--- config.mk ---
export PLATFORM = sky130hd
export DESIGN_NAME = stereo_rx_irq_ctrl
export DESIGN_NICKNAME = d
export VERILOG_FILES = /design/src/rtl/srx_pkg.sv /design/src/rtl/srx_fifo.sv /design/src/rtl/srx_status.sv /design/src/rtl/stereo_rx_irq_ctrl.sv
export SDC_FILE = /design/constraint.sdc
export NUM_CORES = 1
export LEC_CHECK = 0
export ABC_CLOCK_PERIOD_IN_PS = 3500
export BUFFER_PORTS_ARGS = -buffer_cell sky130_fd_sc_hd__buf_4
export CAP_MARGIN = 0
export CORE_MARGIN = 2
export CORE_UTILIZATION = 47
export CTS_CLUSTER_SIZE = 30
export DETAILED_ROUTE_END_ITERATION = 8
export GPL_ROUTABILITY_DRIVEN = 0
export PLACE_DENSITY = 0.65
export SETUP_SLACK_MARGIN = 0.4
export SYNTH_ARGS = -nofsm -noshare
export SYNTH_HDL_FRONTEND = slang
export SYNTH_SLANG_ARGS = --single-unit
export TNS_END_PERCENT = 20
--- constraint.sdc ---
create_clock -name clk_i -period 3.5 [get_ports clk_i]
set_clock_uncertainty 0.2 [all_clocks]
set_input_delay 0.175 -clock clk_i [delete_from_list [all_inputs] [get_ports clk_i]]
set_output_delay 0.175 -clock clk_i [all_outputs]
set_load 0.02 [all_outputs]
--- src/rtl/srx_pkg.sv ---
package srx_pkg;
  localparam int NCH  = 2;
  localparam int CH_L = 0;
  localparam int CH_R = 1;

  // status/mask bit positions (software decodes these)
  localparam int ST_R_UND  = 0;
  localparam int ST_L_UND  = 1;
  localparam int ST_R_OVR  = 2;
  localparam int ST_L_OVR  = 3;
  localparam int ST_L_FULL = 4;
  localparam int ST_L_HALF = 5;
  localparam int ST_L_NEMP = 6;
  localparam int ST_R_FULL = 7;
  localparam int ST_R_HALF = 8;
  localparam int ST_R_NEMP = 9;
  localparam int ST_W      = 10;

  // register word indices
  localparam int ADR_L_DATA = 0;
  localparam int ADR_R_DATA = 1;
  localparam int ADR_STAT   = 2;
  localparam int ADR_MASK   = 3;

  typedef struct packed {
    logic full;
    logic half;
    logic nempty;
  } lvl_t;
endpackage

--- src/rtl/srx_fifo.sv ---
module srx_fifo
  import srx_pkg::*;
#(
  parameter int DW    = 24,
  parameter int DEPTH = 4
) (
  input  logic          clk_i,
  input  logic          rst_ni,
  input  logic          push_i,
  input  logic [DW-1:0] data_i,
  input  logic          pop_i,
  output logic [DW-1:0] head_o,
  output lvl_t          level_o,
  output logic          ovr_o,
  output logic          und_o
);
  localparam int PW   = (DEPTH > 1) ? $clog2(DEPTH) : 1;
  localparam int CW   = $clog2(DEPTH + 1);
  localparam int HALF = (DEPTH + 1) / 2;

  logic [DW-1:0] mem_q [DEPTH];
  logic [PW-1:0] wr_ptr_q, rd_ptr_q;
  logic [CW-1:0] cnt_q;
  logic          full, empty, do_push, do_pop;

  function automatic logic [PW-1:0] ptr_inc(input logic [PW-1:0] p);
    return (p == PW'(DEPTH - 1)) ? '0 : p + PW'(1);
  endfunction

  assign full    = (cnt_q == CW'(DEPTH));
  assign empty   = (cnt_q == '0);
  // decisions use the occupancy before this cycle's pop
  assign do_push = push_i && !full;
  assign do_pop  = pop_i && !empty;
  assign ovr_o   = push_i && full;
  assign und_o   = pop_i && empty;

  always_ff @(posedge clk_i or negedge rst_ni) begin
    if (!rst_ni) begin
      wr_ptr_q <= '0;
      rd_ptr_q <= '0;
      cnt_q    <= '0;
    end else begin
      if (do_push) wr_ptr_q <= ptr_inc(wr_ptr_q);
      if (do_pop)  rd_ptr_q <= ptr_inc(rd_ptr_q);
      case ({do_push, do_pop})
        2'b10:   cnt_q <= cnt_q + CW'(1);
        2'b01:   cnt_q <= cnt_q - CW'(1);
        default: cnt_q <= cnt_q;
      endcase
    end
  end

  always_ff @(posedge clk_i) begin
    if (do_push) mem_q[wr_ptr_q] <= data_i;
  end

  assign head_o         = mem_q[rd_ptr_q];
  assign level_o.full   = full;
  assign level_o.half   = (cnt_q >= CW'(HALF));
  assign level_o.nempty = !empty;
endmodule

--- src/rtl/srx_status.sv ---
module srx_status
  import srx_pkg::*;
(
  input  logic                 clk_i,
  input  logic                 rst_ni,
  input  logic [NCH-1:0]       ovr_i,
  input  logic [NCH-1:0]       und_i,
  input  lvl_t [NCH-1:0]       lvl_i,
  input  logic                 clr_i,
  input  logic                 mask_we_i,
  input  logic [ST_W-1:0]      mask_d_i,
  output logic [ST_W-1:0]      status_o,
  output logic [ST_W-1:0]      mask_o,
  output logic                 irq_o
);
  logic [NCH-1:0]  ovr_q, und_q;
  logic [ST_W-1:0] mask_q;

  always_ff @(posedge clk_i or negedge rst_ni) begin
    if (!rst_ni) begin
      ovr_q  <= '0;
      und_q  <= '0;
      mask_q <= '1;
    end else begin
      // new events win over a same-cycle clear
      ovr_q <= (ovr_q & ~{NCH{clr_i}}) | ovr_i;
      und_q <= (und_q & ~{NCH{clr_i}}) | und_i;
      if (mask_we_i) mask_q <= mask_d_i;
    end
  end

  always_comb begin
    status_o            = '0;
    status_o[ST_R_UND]  = und_q[CH_R];
    status_o[ST_L_UND]  = und_q[CH_L];
    status_o[ST_R_OVR]  = ovr_q[CH_R];
    status_o[ST_L_OVR]  = ovr_q[CH_L];
    status_o[ST_L_FULL] = lvl_i[CH_L].full;
    status_o[ST_L_HALF] = lvl_i[CH_L].half;
    status_o[ST_L_NEMP] = lvl_i[CH_L].nempty;
    status_o[ST_R_FULL] = lvl_i[CH_R].full;
    status_o[ST_R_HALF] = lvl_i[CH_R].half;
    status_o[ST_R_NEMP] = lvl_i[CH_R].nempty;
  end

  assign mask_o = mask_q;
  assign irq_o  = |(status_o & ~mask_q);
endmodule

--- src/rtl/stereo_rx_irq_ctrl.sv ---
module stereo_rx_irq_ctrl
  import srx_pkg::*;
#(
  parameter int DW    = 24,
  parameter int DEPTH = 4,
  parameter int AW    = 2,
  parameter int BW    = 32
) (
  input  logic          clk_i,
  input  logic          rst_ni,
  input  logic          l_valid_i,
  input  logic [DW-1:0] l_data_i,
  input  logic          r_valid_i,
  input  logic [DW-1:0] r_data_i,
  input  logic          bus_req_i,
  input  logic          bus_we_i,
  input  logic [AW-1:0] bus_addr_i,
  input  logic [BW-1:0] bus_wdata_i,
  output logic [BW-1:0] bus_rdata_o,
  output logic          irq_o
);
  logic            rd_en, wr_en;
  logic [NCH-1:0]  push_v, pop_v, ovr_v, und_v;
  logic [DW-1:0]   pdata [NCH];
  logic [DW-1:0]   head  [NCH];
  lvl_t [NCH-1:0]  lvl;
  logic [ST_W-1:0] stat_w, mask_w;
  logic [BW-1:0]   rdata_d, rdata_q;
  logic            unused_w;

  assign rd_en = bus_req_i && !bus_we_i;
  assign wr_en = bus_req_i && bus_we_i;

  assign push_v[CH_L] = l_valid_i;
  assign push_v[CH_R] = r_valid_i;
  assign pdata[CH_L]  = l_data_i;
  assign pdata[CH_R]  = r_data_i;

  for (genvar c = 0; c < NCH; c++) begin : g_ch
    localparam int ADR = (c == CH_L) ? ADR_L_DATA : ADR_R_DATA;
    assign pop_v[c] = rd_en && (bus_addr_i == AW'(ADR));
    srx_fifo #(.DW(DW), .DEPTH(DEPTH)) u_fifo (
      .clk_i   (clk_i),
      .rst_ni  (rst_ni),
      .push_i  (push_v[c]),
      .data_i  (pdata[c]),
      .pop_i   (pop_v[c]),
      .head_o  (head[c]),
      .level_o (lvl[c]),
      .ovr_o   (ovr_v[c]),
      .und_o   (und_v[c])
    );
  end

  srx_status u_status (
    .clk_i     (clk_i),
    .rst_ni    (rst_ni),
    .ovr_i     (ovr_v),
    .und_i     (und_v),
    .lvl_i     (lvl),
    .clr_i     (wr_en && (bus_addr_i == AW'(ADR_STAT))),
    .mask_we_i (wr_en && (bus_addr_i == AW'(ADR_MASK))),
    .mask_d_i  (bus_wdata_i[ST_W-1:0]),
    .status_o  (stat_w),
    .mask_o    (mask_w),
    .irq_o     (irq_o)
  );

  assign unused_w = ^bus_wdata_i[BW-1:ST_W];

  always_comb begin
    rdata_d = '0;
    if (rd_en) begin
      if (pop_v[CH_L]) begin
        if (lvl[CH_L].nempty) rdata_d[DW-1:0] = head[CH_L];
      end else if (pop_v[CH_R]) begin
        if (lvl[CH_R].nempty) rdata_d[DW-1:0] = head[CH_R];
      end else if (bus_addr_i == AW'(ADR_STAT)) begin
        rdata_d[ST_W-1:0] = stat_w;
      end else if (bus_addr_i == AW'(ADR_MASK)) begin
        rdata_d[ST_W-1:0] = mask_w;
      end
    end
  end

  always_ff @(posedge clk_i or negedge rst_ni) begin
    if (!rst_ni) rdata_q <= '0;
    else         rdata_q <= rdata_d;
  end

  assign bus_rdata_o = rdata_q;
endmodule

* Word level (Yosys, flattened, before mapping)
Memories as Yosys holds them, arrays and structs flattened. Index checks and enable logic that the tools add are counted. Widths: inputs -> output; s select.
Operators by class: muxes and demuxes 18, equality and inequality tests 13, bitwise operators 7, order comparisons 2, reduce and logical (&&, ||, !) cells 25, add/subtract/negate cells 8
Operators with widths (count):
- $mux 24 | 4
- $mux 10 | 3
- $eq 2x2->1 const B | 8
- $logic_and 1x1->1 | 14
- $mux 14 | 1
- $pmux 3 s2 | 2
- $and 10x10->10 | 1
- $not 10->10 | 1
- $reduce_or 10->1 | 1
- $add 2x1->2 const B | 4
- $mux 2 | 4
- $add 3x1->3 const B | 2
- $eq 2x1->1 const B | 3
- $eq 3x3->1 const B | 2
- $ge 3x2->1 const B | 2
- $logic_not 3->1 | 2
- $sub 3x1->3 const B | 2
- $logic_not 1->1 | 5
- $and 2x2->2 | 2
- $mux 1 | 4
- $or 2x2->2 | 2
- $reduce_bool 2->1 | 2
- $logic_not 2->1 | 1
- $not 2->2 | 1
Storage, ports and cells: input bits 88, register bits 52, memories kept 2, RAM bits 192
Memories:
- g_ch[0].u_fifo.mem_q | words 4, width 24, rd ports 1, clocked after Yosys merged registers in 0, write ports 1, line srx_fifo.sv:21 | logic [DW-1:0] mem_q [DEPTH];
- g_ch[1].u_fifo.mem_q | words 4, width 24, rd ports 1, clocked after Yosys merged registers in 0, write ports 1, line srx_fifo.sv:21

* Depth between registers and ports, before layout
Gate-level depths: netlist of run 1.
depth after elaboration 6, mapped depth 11

* Hierarchy
A second synthesis of run 1 with hierarchy kept.
Unflattened totals: cells, all modules 538, area total of the unflattened synthesis 10040.9 um^2
Modules (own cells, without submodules):
- srx_fifo at g_ch[1].u_fifo | area an instance 3977.6 um^2, instances 1, cells an instance 171
- srx_fifo at g_ch[0].u_fifo | area an instance 3960.0 um^2, instances 1, cells an instance 171
- stereo_rx_irq_ctrl | area an instance 1462.7 um^2, instances 1, cells an instance 145
- srx_status | area an instance 640.6 um^2, instances 1, cells an instance 51

* Least setup slack after synthesis of run 1
Ideal clock, no wire load.
kind input port to flip-flop, start in bus_we_i, end reg g_ch[1].u_fifo.cnt_q[2], library setup time 79 ps, arrival time 2059 ps, setup slack 1161 ps, buffers on the path 3, stages 11, required time 3221 ps, path through buf_2 > nor4bb_1 > buf_2 > and2_4 > buf_2 > ha_1 > inv_1 > fa_1 > xor2_1 > nor2_1 > xor2_1
On the way: word-level cells in the longest chain between the ends 6
RTL lines:
- start: declaration | line stereo_rx_irq_ctrl.sv:16 | input logic bus_we_i,
- $logic_not 1->1 (*) | line stereo_rx_irq_ctrl.sv:31 | assign rd_en = bus_req_i && !bus_we_i;
- $logic_and 1x1->1 (*) | line stereo_rx_irq_ctrl.sv:31
- $logic_and 1x1->1 (*) | line stereo_rx_irq_ctrl.sv:41 | assign pop_v[c] = rd_en && (bus_addr_i == AW'(ADR));
- $logic_and 1x1->1 (*) | line srx_fifo.sv:34 | assign do_pop = pop_i && !empty;
- named net g_ch[1].u_fifo.do_pop | line srx_fifo.sv:24 | logic full, empty, do_push, do_pop;
- $eq 2x1->1 or $eq 2x2->1 (tied branches) | line srx_fifo.sv:46 | case ({do_push, do_pop})
- $pmux 3 s2 or $reduce_bool 2->1 (tied branches)
- end signal: assignment | line srx_fifo.sv:47 | 2'b10: cnt_q <= cnt_q + CW'(1);
- end signal: assignment | line srx_fifo.sv:48 | 2'b01: cnt_q <= cnt_q - CW'(1);
- end signal: assignment | line srx_fifo.sv:49 | default: cnt_q <= cnt_q;
- end: declaration | line srx_fifo.sv:23 | logic [CW-1:0] cnt_q;
Mark *: on every way through the listed nets, which the timed path passes. The rest lies on a longest branch. A chain may end at the register's enable or synchronous reset.

* Final worst setup path of run 1
start in bus_addr_i[0], end reg g_ch[1].u_fifo.cnt_q[2]
On the way: word-level cells in the longest chain between the ends 5
RTL lines:
- start: declaration | line stereo_rx_irq_ctrl.sv:17 | input logic [AW-1:0] bus_addr_i,
- $eq 2x1->1 (*) | line stereo_rx_irq_ctrl.sv:41
- $logic_and 1x1->1 (*) | line stereo_rx_irq_ctrl.sv:41
- $logic_and 1x1->1 (*) | line srx_fifo.sv:34
- $eq 2x1->1 or $eq 2x2->1 (tied branches) | line srx_fifo.sv:46
- $pmux 3 s2 or $reduce_bool 2->1 (tied branches)
Mark *: on every way between the ends. The rest lies on a longest branch, timed or not.

==> results of run 1 <==
[registers in the layout, summed over array words and instances (netlist names)]
name / count
u_status.ovr_q: 2
u_status.und_q: 2
g_ch.u_fifo.cnt_q: 6
u_status.mask_o: 10
g_ch.u_fifo.mem_q: 192
g_ch.u_fifo.wr_ptr_q: 4
bus_rdata_o: 24
g_ch.u_fifo.rd_ptr_q: 4
[power breakdown]
group / switching (mW) / internal, mW
Sequential: 0.361 / 3.81
Combinational: 1.07 / 1.10
Clock: 1.11 / 1.93
[per-layer routing]
| metal | track usage [%] | wire length, microns | vias to the layer above |
|---|---|---|---|
| met5 | 0 | 0 | - |
| met4 | 4.23 | 411 | 0 |
| met3 | 3.39 | 802 | 30 |
| met2 | 31.1 | 9780 | 129 |
| met1 | 24.2 | 8040 | 2565 |
| li1 | - | - | 2295 |
[per-stage QoR]
| stage | std cells | setup slack, ns | cell area [sq um] | power (mW) | hold WS, ns |
|---|---|---|---|---|---|
| 2_1_floorplan | 495 | 1.16 | 9670 | 5.58 | -0.321 |
| 3_3_place_gp | 836 | 0.945 | 10600 | 6.28 | 0.0419 |
| 3_5_place_dp | 836 | 0.895 | 10600 | 6.37 | 0.0510 |
| 4_1_cts | 957 | 0.892 | 12300 | 9.51 | 0.0481 |
| 5_1_grt | 957 | 0.668 | 12300 | 9.82 | 0.0933 |
| 6_report | 957 | 0.859 | 12300 | 9.37 | 0.0304 |
[Yosys cell counts, types with 5 or more instances]
| library cell | count |
|---|---|
| a22o_1 | 14 |
| and2_1 | 8 |
| buf_2 | 13 |
| buf_4 | 11 |
| clkbuf_1 | 6 |
| dfrtp_1 | 42 |
| dfstp_2 | 10 |
| edfxtp_1 | 192 |
| ha_1 | 12 |
| inv_1 | 13 |
| mux2_2 | 24 |
| mux4_2 | 47 |
| nand2_1 | 11 |
| nand3_1 | 6 |
| nor2_1 | 11 |
| o21ai_0 | 5 |
[cells by family after synthesis]
kind of cell,count (synthesis)
multiplexers,72
AND/OR/NAND/NOR,61
flip-flops,244
AO/OA/AOI/OAI,44
adder cells (fa/ha/maj),14
buffers and inverters,46
XOR/XNOR,6
other,1
[final timing paths]
path	start	to	slack (ns)
max	bus_addr_i[0]	g_ch[1].u_fifo.cnt_q[2]	0.86
min in group clk_i	r_data_i[17]	g_ch[1].u_fifo.mem_q[2][17]	0.19
min reg2reg	g_ch[1].u_fifo.cnt_q[0]	g_ch[1].u_fifo.cnt_q[0]	0.37
min	rst_ni	bus_rdata_o[7]	0.03
max in group asynchronous	rst_ni	g_ch[1].u_fifo.rd_ptr_q[0]	2.63
max reg2reg	g_ch[1].u_fifo.cnt_q[1]	g_ch[1].u_fifo.cnt_q[2]	0.99
[cell type report]
| class | instances | area [sq um] |
|---|---|---|
| clock buffers | 33 | 728 |
| repair buffers | 175 | 1540 |
| multi-input cells | 205 | 2340 |
| clock inverters | 17 | 256 |
| inverters | 13 | 48.8 |
| well taps | 270 | 338 |
| flip-flops and latches | 244 | 7080 |
| fillers | 1481 | 7840 |
==> impl_metrics.yaml, run 1 <==
synth:
  yosysTopAreaCell: "edfxtp_1"
  mappedNetlistArea_sq_um: 9650
  avgSynthCellArea_sq_um: 19.8
  ys_types: 50
  synthAdderAreaFrac_pct: 1.97
  syn_inst: 488
  synth-seq-cells: 244
  synth_compound_area_share_pct: 3.72
  ys_seq_area_share_pct: 73.4
  synthArstFlopShare_pct: 21.3
  synth-xor-area-share_pct: 0.545
  yosys_warnings: 0
  synth_edf_count: 192
  synth_ff_type: "edfxtp_1"
  synth_top_family_by_area: "multiplexers"
  synth.area.mux_share_pct: 13.9
  synth_top_area_share_pct: 59.8
  synth.area.top_cells: "edfxtp_1, mux4_2, dfrtp_1"
  synthSimpleGateAreaFrac_pct: 3.84
final_layout:
  syn_to_final_growth_pct: 27.8
  drive_above_1_share_pct: 34.5
  antenna_cells: 0
  final_util_pct: 61.1
  layout_common_cells: "edfxtp_1, buf_4, dlygate4sd3_1"
  final_nets: 768
  layout_commonest_cell: "edfxtp_1"
global_routing:
  grt_pass1_vias: 5385
  track_usage_pct: 18.1
  grt_pass1_wl_microns: 29800
  overflow: 0
  antenna_found_initial: 0
  grt_max_degree: 53
cts:
  cts_hold_buffers: 71
  clock_latency_ns: 0.53
  ctsRootBufferMaster: "clkbuf_16"
  cts_buffer_depth: 3
  cts_sinks: 244
  cts_setup_buffers: 0
  cts_max_level: 1
  cts_tree: "built"
  cts_buffers: 27
  cts_resized: 0
  clk_pin_slew_worst_paths_ns: 0.06
setup_path:
  start_kind: "input port"
  path_cells: "dlygate4sd3_1 > buf_4 > nor4bb_1 > buf_4 > and2_4 > ha_1 > inv_1 > fa_1 > xor2_1 > nor2_1 > xor2_1"
  cp.required_ns: 3.75
  cp.arrival_ns: 2.90
  crit_fanout: 23
  ff2ff_path_depth: 8
  cp-end-kind: "register"
  cpPeakStageDelay_ns: 0.52
  worst-path-stages: 11
  critPathTopFamily: "buffers and inverters"
  slowest_stage: "dlygate4sd3_1"
  path_class: "input port to register"
  critPathBufInv: 4
detailed_routing:
  drc: 0
  antenna_left: 0
  vias: 5019
  wl_microns: 19000
  wl_per_cell_microns: 19.9
  avgViaCountPerCell: 5.24
  dr.first_iter.drc_count: 383
  firstDrtPassIters: 4
floorplanning:
  rows: 52
  die_height_microns: 147
  die_width_microns: 147
  initial_core_util_pct: 47.8
  io_pins: 121
  coreArea_sq_um: 20200
  dieArea_sq_um: 21700
sta:
  setup-violations-final: 0
  slew_headroom_pct: 50.4
  final.min_clock_period_ns: 2.64
  rsz0062_at_grt: "false"
  tns_ns: 0
  fmax_mhz: 379
  finalHoldViolations: 0
  finalCritPeriodShare_pct: 75.5
  finalMaxSlewViolations: 0
  worst_slew_pin_slew_ns: 0.743
job:
  maxCapViolations: 0
outcome:
  status: "complete, no violations"
placed_design:
  port_buffers: 90
  dp_hpwl_microns: 12200
min_path:
  min_path_type: "input port to async pin"
power:
  cellPowerDensity_nw_per_um2: 760
  peakVddDrop_uv: 600
  power.leakage_nw: 4.63
No activity file was read; power rests on OpenSTA's default activity.
==> inputs of run 2 (changes only) <==
Settings changed: ABC_AREA set to 1, ABC_CLOCK_PERIOD_IN_PS 3500 to 2250, PLACE_DENSITY 0.65 to 0.67.
Clock period 3.5 ns to 2.25 ns, I/O delays scaled along.
==> impl_metrics.yaml, run 2 <==
synth:
  ys_seq_area_share_pct: 69.6
  synth_ff_type: "edfxtp_1"
  synth_top_area_share_pct: 56.7
  synth-seq-cells: 244
  synthMostInstantiatedCell: "nand2_1"
  yosys_warnings: 0
  synthArstFlopShare_pct: 21.3
  ys_types: 26
  syn_inst: 919
  yosysTopAreaCell: "edfxtp_1"
  synth_common_cells: "nand2_1, edfxtp_1, inv_1"
  synth.area.top_cells: "edfxtp_1, dfrtp_1, nand2_1"
  mappedNetlistArea_sq_um: 10200
  synth_edf_count: 192
  avgSynthCellArea_sq_um: 11.1
sta:
  whs_ns: -0.0443
  worst_slew_pin_slew_ns: 0.688
  setup-violations-final: 0
  tns_ns: 0
  final.setup.worst_slack_ns: 0.298
  slew_headroom_pct: 54.1
  finalHoldViolations: 1
  final.min_clock_period_ns: 1.95
  rsz0062_at_grt: "true"
  finalCritPeriodShare_pct: 86.7
  finalMaxSlewViolations: 0
  fmax_mhz: 512
final_layout:
  multiInputGateArea_sq_um: 2460
  top_register: "g_ch.u_fifo.mem_q"
  layout_common_cells: "nand2_1, edfxtp_1, inv_1"
  fillers: 1618
  drive_above_1_share_pct: 19.7
  seq_area_sq_um: 7080
  syn_to_final_growth_pct: 30.6
  final_nets: 1227
  antenna_cells: 0
  design_area_sq_um: 13300
  layout_commonest_cell: "nand2_1"
  largest_reg_flops: 192
setup_path:
  crit_fanout: 3
  path_class: "register to output port"
  r2r_start: "g_ch[0].u_fifo.cnt_q[2]"
  r2r_slack_ns: 0.33
  cp.required_ns: 1.94
  crit_start: "g_ch[0].u_fifo.cnt_q[2]"
  cp-end-kind: "output port"
  ff2ff_path_depth: 10
  rr_endpoint: "g_ch[0].u_fifo.cnt_q[2]"
  cp.arrival_ns: 1.64
  start_kind: "register"
cts:
  cts_max_level: 1
  clk_pin_slew_worst_paths_ns: 0.06
  ctsRootBufferMaster: "clkbuf_16"
  cts_tree: "built"
  cts_sinks: 244
  cts_buffer_depth: 3
  cts_buffers: 26
  clock_latency_ns: 0.55
global_routing:
  grt_max_degree: 53
  track_usage_pct: 19.7
  grt_pass1_vias: 6794
  grt_pass1_wl_microns: 34400
  antenna_found_initial: 0
  overflow: 0
placed_design:
  port_buffers: 90
  dp_hpwl_microns: 13000
  place_worst_setup_slack_ns: 0.267
  place_area_sq_um: 11300
detailed_routing:
  antenna_left: 0
  avgViaCountPerCell: 4.94
  dr.first_iter.drc_count: 446
  wl_microns: 22200
  drc: 0
  wl_per_cell_microns: 15.7
  firstDrtPassIters: 4
  vias: 7016
outcome:
  status: "finished with violations"
  violations: "hold timing"
floorplanning:
  die_width_microns: 151
  rows: 53
  die_height_microns: 151
  dieArea_sq_um: 22800
  io_pins: 121
  initial_core_util_pct: 48.1
  coreArea_sq_um: 21200
power:
  cellPowerDensity_nw_per_um2: 1130
  power.leakage_nw: 5.62
  peakVddDrop_uv: 809
min_path:
  hold_start: "bus_req_i"
  holdPathEnd: "u_status.mask_o[5]"
  min_path_cells: 5
  min_path_type: "input port to register"
job:
  maxCapViolations: 0
## run 2: cell count changes after synthesis, sizes merged, moves of 24 or more
cell and delta:
o21ai +70, nand3 +46, inv +120, nand2 +191, mux2 -24, nor2 +80
mux4 -47, o22ai +37
## run 2: report_power, final
group          switching [mW]  leakage [nW]  internal, mW
Combinational            2.96          2.81          1.79
Sequential              0.287          2.40          5.89
Clock                    1.69         0.409          2.39
## run 2: per-layer routing
layer / routed length [microns] / GRT usage [%] / part of all wire [%] / vias up
met5: 0 / 0 / 0 / -
met4: 612 / 6.17 / 2.8 / 0
met3: 1270 / 4.04 / 5.7 / 44
met2: 11000 / 33.9 / 49 / 167
met1: 9410 / 25.1 / 42 / 3371
li1: - / - / - / 3434
## run 2: cell type report
cell class              instances  area share, %
well taps                     275           2.59
inverters                     137           3.89
flip-flops and latches        244           53.3
multi-input cells             497           18.5
clock buffers                  38           5.54
clock inverters                10          0.753
repair buffers                219           15.4
## run 2: logic make-up (layout without fill, tap and decap cells)
logic type | count (synthesis) | count (layout) | share of synthesized area (%)
fa+ha+maj | 14 | 14 | 1.87
flops | 244 | 244 | 69.6
other cells | 1 | 8 | 0.0369
xor+xnor | 4 | 4 | 0.344
simple gates | 346 | 346 | 13.6
compound gates | 125 | 125 | 6.65
buf+inv | 185 | 404 | 7.94
## run 2: worst max-delay path, cell delays in order (launching register included)
cell and delay [ns]:
dfrtp_1 0.42, nor2_4 0.13, nand2_2 0.08, inv_2 0.08
o22ai_1 0.07, nor2_1 0.10, nand2_1 0.08, buf_6 0.14
## run 2: worst max path at each step
stage,to,cells after the start
after global placement,g_ch[1].u_fifo.cnt_q[2],10
after detailed placement,g_ch[1].u_fifo.cnt_q[2],10
after floorplan,g_ch[1].u_fifo.mem_q[3][0],4
after global routing,irq_o,7
after CTS,irq_o,6
final,irq_o,7
## run 2: stage by stage
step	utilization, %	hold slack (ns)	power (mW)	std cells
4_1_cts	61.8	0.0233	14.9	1409
3_3_place_gp	53.3	-0.00619	10.4	1267
6_report	62.8	-0.0443	15.0	1420
3_5_place_dp	53.3	-0.00618	10.5	1267
2_1_floorplan	-	-0.383	9.07	926
5_1_grt	62.8	0.0416	15.9	1420
## run 2: timing repair
action,in CTS,in global routing
hold endpoints to repair,277,2
gates cloned,0,2
setup endpoints to repair,5,143
setup buffers,5,9
hold buffers,89,1
gates resized for setup,8,30
pin swaps,7,8
